## src/rtl/fetch_pair_buf.sv

```systemverilog
module fetch_pair_buf #(
  parameter int AW = 16,
  parameter int DW = 32
) (
  input  logic            clk,
  input  logic            rst_n,
  input  logic            req_valid,
  input  logic [AW-1:0]   req_addr,
  input  logic            flush,
  input  logic [2*DW-1:0] mem_rdata,
  output logic            mem_req,
  output logic [AW-1:0]   mem_addr,
  output logic [DW-1:0]   rd_word,
  output logic            rd_ready,
  output logic            rd_hit
);
  logic          busy, pend_odd, sv;
  logic [AW-2:0] pend_pair, sv_pair;
  logic [DW-1:0] sv_data;
  logic          hit, miss;

  assign hit      = !busy && req_valid && !flush && sv && ({sv_pair, 1'b1} == req_addr);
  assign miss     = !busy && req_valid && !hit;
  assign mem_req  = miss;
  assign mem_addr = {req_addr[AW-1:1], 1'b0};
  assign rd_hit   = hit;
  assign rd_ready = hit || busy;
  assign rd_word  = hit ? sv_data : (pend_odd ? mem_rdata[2*DW-1:DW] : mem_rdata[DW-1:0]);

  always_ff @(posedge clk) begin
    if (!rst_n) begin
      busy      <= 1'b0;
      pend_odd  <= 1'b0;
      pend_pair <= '0;
      sv        <= 1'b0;
      sv_pair   <= '0;
      sv_data   <= '0;
    end else begin
      busy <= miss;
      if (miss) begin
        pend_odd  <= req_addr[0];
        pend_pair <= req_addr[AW-1:1];
      end
      if (flush) sv <= 1'b0;
      else if (busy) begin
        sv      <= !pend_odd;
        sv_pair <= pend_pair;
        sv_data <= mem_rdata[2*DW-1:DW];
      end
    end
  end
endmodule

```

## config.mk

```make
export PLATFORM = sky130hd
export DESIGN_NAME = fetch_pair_buf
export DESIGN_NICKNAME = d
export VERILOG_FILES = /design/src/rtl/fetch_pair_buf.sv
export SDC_FILE = /design/constraint.sdc
export NUM_CORES = 1
export LEC_CHECK = 0
export CORE_ASPECT_RATIO = 0.5
export CORE_UTILIZATION = 35
export CTS_BUF_LIST = sky130_fd_sc_hd__clkbuf_4
export DETAILED_ROUTE_END_ITERATION = 10
export DONT_BUFFER_PORTS = 1
export HOLD_SLACK_MARGIN = 0.1
export PLACE_DENSITY = 0.57
export SETUP_SLACK_MARGIN = 0.2
export SLEW_MARGIN = 20
export SYNTH_ARGS = -nofsm -noshare
export SYNTH_HDL_FRONTEND = slang
export SYNTH_SLANG_ARGS = --single-unit
```

## constraint.sdc

```tcl
create_clock -name clk -period 2.57 [get_ports clk]
set_input_delay 0.257 -clock clk [delete_from_list [all_inputs] [get_ports clk]]
set_output_delay 0.257 -clock clk [all_outputs]
set_load 0.1 [all_outputs]
```

==> reports/results.tsv, run 1 <==
metric	value	unit
die_w	146	um
netlist_area	0.00364	mm2
syn_inst	486	
max_cap_violations	0	
p_sw	1.05	mW
swShare	37.0	%
crit_slowest_cell	or4b_4	
gr-total-overflow	0	
final_common_cell	nand2_1	
max_freq	367	MHz
grt_max_degree	49	
place.gp.congestion	0.747	
antenna_cells	0	
grt_pass1_vias	3616	
grt_pass1_wl	17900	um
drt_iter0_drc	143	
worstSetupPathType	register to output pin	
irDropWorstVdd	0.251	mV
num_rows	25	
hold_viol_final	0	
final_cell_mix	nand2_1 (111), dlygate4sd3_1 (66), dfxtp_1 (60)	
setup_viol	33	
path_cells	nor2b_2, nand4b_1, or4b_4, or2_4, buf_6, a21oi_4, buf_12	
critPathMaxFanout	11	
design_area	0.00580	mm2
avgSynthCellArea	7.48	um2
cts_buffers	9	
num_vias	3727	
port_buffers	0	
syn_to_final_growth	59.6	%
cellPowerDensity	488	mW/mm2
dieArea	0.0108	mm2
endpoint_kind	output pin	
pin_count	135	
fp.dieH	74.1	um
dpl_cell_area	0.00479	mm2
antenna_found_initial	0	
start_util	37.3	%
hold_path.class	input pin to register	
routed_wl	11300	um
yosys_register_bits	65	
synth.distinct_cells	28	
insertion_delay	0.42	ns
netlist_top_cells_area	dfxtp_1 (36%), nand2_1 (11%), a21oi_1 (11%)	
cts_root_buffer	clkbuf_4	
synth_top_cell_area_share	35.8	%
syn_nets	570	
yosys.area.top_type	dfxtp_1	
critPathLaunchType	register	
violations	negative setup slack	
ys_seq_area_share	35.8	%
hold_depth	3	
setup-tns-final	-4.44	ns
max_slew.worst_pin.slew	0.616	ns
clockPowerShare	23.2	%
layout-drive-gt1-share	25.4	%
cts_buffer_depth	2	
reg2reg_depth	7	
drc	0	
dr.pass1.iters	4	
p_comb_share	38.2	%
cp.required	2.31	ns
fill_cells	856	
holdWs	0.223	ns
placedCellCount	611	
path_clk_slew	0.11	ns
intPower	1.78	mW
hpwl	6790	um
period_needed	2.73	ns
status	finished with violations	
arrival	2.47	ns
cts_tree	done	
antenna_left	0	
skew	0.00899	ns
routed_via_density	5.35	
yosysWarnings	0	
final_util	59.4	%
final_cells	697	
fp.coreArea	0.00976	mm2
pwr-share-seq	38.6	%
wl_per_cell	16.3	um
htree_levels	3	
clock-sinks	65	
max_slew_margin	58.8	%
rsz0062_at_grt	true	
nets	642	
timing.final.ws_setup	-0.156	ns
grt_use_total	21.0	%
max_stage_delay	0.57	ns
final-max-slew-violation-count	0	
finalCritPeriodShare	106	%
leakagePower	1.92	nW
==> logic make-up (layout without fill, tap and decap cells) <==
| family | after synthesis | in the layout | share of synthesized area [%] |
|---|---|---|---|
| flip-flops | 65 | 65 | 35.8 |
| AND/OR/NAND/NOR | 212 | 212 | 27.8 |
| buffers and inverters | 64 | 140 | 8.71 |
| other | 1 | 1 | 0.103 |
| multiplexers | 32 | 32 | 8.81 |
| AO/OA/AOI/OAI | 96 | 96 | 15.0 |
| XOR/XNOR | 16 | 16 | 3.85 |
==> power by group through the flow <==
stage	Clock (mW)	Sequential (mW)	Combinational (mW)
2_1_floorplan	0	1.10	0.821
4_1_cts	0.680	1.09	1.08
5_1_grt	0.727	1.10	1.12
3_5_place_dp	0	1.11	0.988
3_3_place_gp	0	1.11	0.979
6_report	0.656	1.09	1.08
==> worst paths after layout <==
path	startpoint	to	slack, ns
worst max register to register	sv_pair[9]	pend_pair[11]	0.40
worst min register to register	pend_pair[14]	sv_pair[14]	0.45
worst min-delay path	rst_n	pend_odd	0.22
worst max-delay path	busy	rd_word[20]	-0.16
==> critical path, delay by kind of cell (launching register included) <==
family | cells | cell delay (ns)
flip-flops | 1 | 0.34
AO/OA/AOI/OAI | 1 | 0.18
AND/OR/NAND/NOR | 4 | 1.14
buffers and inverters | 2 | 0.39
==> layer usage <==
layer | GRT usage (%) | up-vias | part of all wire (%)
met4 | 6.60 | 0 | 0.85
met5 | 0 | - | 0
met2 | 38.6 | 81 | 50
li1 | - | 1847 | -
met3 | 5.52 | 8 | 4.7
met1 | 24.6 | 1791 | 45
==> metrics by stage <==
step	total power, mW	setup slack, ns
global placement	2.09	0.0758
global route	2.95	-0.254
finish	2.83	-0.156
CTS	2.85	-0.231
floorplan	1.92	-0.0765
detailed placement	2.10	0.0561
==> timing repair <==
item                       4_1_cts  5_1_grt
gates resized for setup         23       11
hold buffers                    67        0
pin swaps                        2        6
cloned                           0        1
hold endpoints to repair        65        0
setup buffers                    0        3
setup endpoints to repair       35       35
==> synthesized netlist by cell type, drive strengths merged <==
| cell type | count |
|---|---|
| nand2 | 111 |
| or2 | 1 |
| nand4 | 33 |
| nand3 | 2 |
| o2111ai | 16 |
| nand4b | 2 |
| nand2b | 3 |
| dfxtp | 65 |
| xnor2 | 8 |
| xor2 | 8 |
| nor3 | 34 |
| nor2 | 3 |
| clkbuf | 33 |
| nor2b | 2 |
| or3 | 16 |
| or4b | 1 |
| buf | 30 |
| conb | 1 |
| a21oi | 79 |
| a2111oi | 1 |
| and4 | 1 |
| nor4 | 3 |
| mux2i | 32 |
| inv | 1 |
==> registers in the layout (all words and copies together) (netlist names) <==
name       cells
sv             1
busy           1
sv_data       32
pend_pair     15
sv_pair       15
pend_odd       1
==> final cells by class <==
type / instances / area, um2 / area share (%)
multi-input combinational: 357 / 2570 / 44.3
timing repair buffer: 124 / 1630 / 28.1
sequential: 65 / 1310 / 22.5
tap: 135 / 169 / 2.91
clock buffer: 10 / 75.1 / 1.29
clock inverter: 5 / 47.5 / 0.819
inverter: 1 / 3.75 / 0.0647
Note: power is estimated with default switching activity, not from simulation.
==> run 2: changes to the inputs <==
--- a/config.mk
+++ b/config.mk
@@ -5,6 +5,7 @@
 export SDC_FILE = /design/constraint.sdc
 export NUM_CORES = 1
 export LEC_CHECK = 0
+export ABC_CLOCK_PERIOD_IN_PS = 2570
 export CORE_ASPECT_RATIO = 0.5
 export CORE_UTILIZATION = 35
 export CTS_BUF_LIST = sky130_fd_sc_hd__clkbuf_4
==> results of run 2 <==
No change in the layout: final DEF, timing and power equal those of run 1.
==> run 3: changes to the inputs <==
--- a/config.mk
+++ b/config.mk
@@ -7,6 +7,7 @@
 export LEC_CHECK = 0
 export ABC_CLOCK_PERIOD_IN_PS = 2570
 export CORE_ASPECT_RATIO = 0.5
+export CORE_MARGIN = 4
 export CORE_UTILIZATION = 35
 export CTS_BUF_LIST = sky130_fd_sc_hd__clkbuf_4
 export DETAILED_ROUTE_END_ITERATION = 10
==> reports/results.tsv, run 3 (synthesized netlist as in run 1, its figures left out) <==
metric	value	unit
critPathLaunchType	register	
path_clk_slew	0.10	ns
fill_cells	849	
rsz0062_at_grt	true	
start_util	37.1	%
final_cell_mix	nand2_1 (111), dlygate4sd3_1 (67), dfxtp_1 (62)	
fp.dieH	80.1	um
cts_root_buffer	clkbuf_4	
grt_pass1_wl	19200	um
largest_register_ffs	32	
grt_max_degree	65	
max_slew.worst_pin.slew	0.850	ns
max_slew_margin	43.3	%
status	finished with violations	
antenna_found_initial	0	
worstSetupPathType	register to output pin	
hold_viol_final	0	
max_cap_violations	0	
violations	negative setup slack	
nets	639	
place_ws	0.104	ns
cts_buffers	9	
antenna_cells	0	
crit_path_end	rd_word[20]	
cp.required	2.31	ns
clock-sinks	65	
period_needed	2.71	ns
dr.pass1.iters	4	
reg2reg_slack	0.26	ns
dieArea	0.0122	mm2
drc	0	
r2r-end	pend_pair[14]	
leakagePower	1.88	nW
max_freq	368	MHz
htree_levels	3	
setup_viol	33	
hpwl	6990	um
irDropWorstVdd	0.218	mV
placedCellCount	605	
syn_to_final_growth	57.8	%
grt_use_total	19.4	%
timing.final.ws_setup	-0.145	ns
critPathMaxFanout	9	
crit_start	sv_pair[14]	
drt_iter0_drc	161	
holdWs	0.360	ns
endpoint_kind	output pin	
cts_tree	done	
insertion_delay	0.41	ns
finalCritPeriodShare	106	%
fp.coreArea	0.00979	mm2
antenna_left	0	
largest-register	sv_data	
reg_top3	sv_data x32, pend_pair x15, sv_pair x15	
arrival	2.46	ns
place.gp.congestion	0.713	
port_buffers	0	
wl_per_cell	17.3	um
hold_path.class	input pin to register	
layout-drive-gt1-share	24.1	%
num_rows	25	
cellPowerDensity	476	mW/mm2
pin_count	135	
final_util	58.6	%
cts_buffer_depth	2	
final_common_cell	nand2_1	
gr-total-overflow	0	
grt_pass1_vias	3687	
reg2reg_depth	7	
num_vias	3739	
r2r_start	sv_pair[0]	
final_cells	692	
routed_wl	11900	um
final-max-slew-violation-count	0	
die_w	152	um
routed_via_density	5.40	
skew	0.0105	ns
-- run 3: changes by cell type in the layout (fill, tap and decap cells not counted), sizes merged --
cell | previous run | this run
clkinv | 4 | 2
bufinv | 1 | 0
buf | 57 | 54
dlygate4sd3 | 66 | 67
-- run 3: what timing repair did --
| action | in CTS | in global routing |
|---|---|---|
| hold buffers | 67 | 1 |
| pin swaps | 5 | 3 |
| cloned | 2 | 0 |
| gates resized for setup | 22 | 9 |
| buffers inserted | 4 | 0 |
| endpoints found under the hold margin | 50 | 1 |
| endpoints found under the setup margin | 35 | 51 |
-- run 3: final cells by class --
cell class              instances  area [um2]  area share, %
clock buffers                  11        82.6           1.44
multi-input cells             357        2570           44.8
clock inverters                 2        8.76          0.153
inverters                       1        3.75         0.0654
well taps                     135         169           2.94
repair buffers                121        1600           27.9
flip-flops and latches         65        1310           22.7
-- run 3: critical path: stages, from the launching register on --
cell and delay (ns):
dfxtp_1 0.39, xnor2_2 0.14, nand2_1 0.07, or4b_4 0.54
or2_4 0.32, buf_16 0.19, a21oi_4 0.19, buf_12 0.19
-- run 3: worst min-delay path by stage --
| stage | startpoint | endpoint | slack [ns] | cells after the start |
|---|---|---|---|---|
| 4_1_cts | flush | sv_data[0] | 0.10 | 3 |
| 3_5_place_dp | flush | sv | 0.36 | 1 |
| 5_1_grt | req_addr[15] | busy | 0.36 | 5 |
| 3_3_place_gp | flush | sv | 0.36 | 1 |
| 2_1_floorplan | flush | sv | 0.35 | 1 |
| 6_report | req_addr[8] | busy | 0.36 | 5 |
-- run 3: layer usage --
layer	part of all wire, %	vias up	routed length (um)	global-route usage, %
met4	1.3	0	151	5.56
met1	45	1769	5360	24.4
met2	48	115	5680	31.8
met5	0	-	0	0
li1	-	1838	-	-
met3	6.4	17	761	6.78
-- run 3: per-stage QoR --
step	instance area (um2)	TNS, ns	power, mW
2_1_floorplan	4090	-0.0765	1.92
3_3_place_gp	4730	0	2.09
3_5_place_dp	4730	0	2.10
4_1_cts	5680	-5.29	2.75
5_1_grt	5740	-8.58	2.85
6_report	5740	-3.75	2.73
-- run 3: power breakdown --
group | leakage [nW] | switching, mW | total, mW | internal (mW)
combinational | 1.29 | 0.653 | 1.09 | 0.432
sequential | 0.532 | 0.0379 | 1.09 | 1.06
clock | 0.0561 | 0.352 | 0.553 | 0.201
total | 1.88 | 1.04 | 2.73 | 1.69
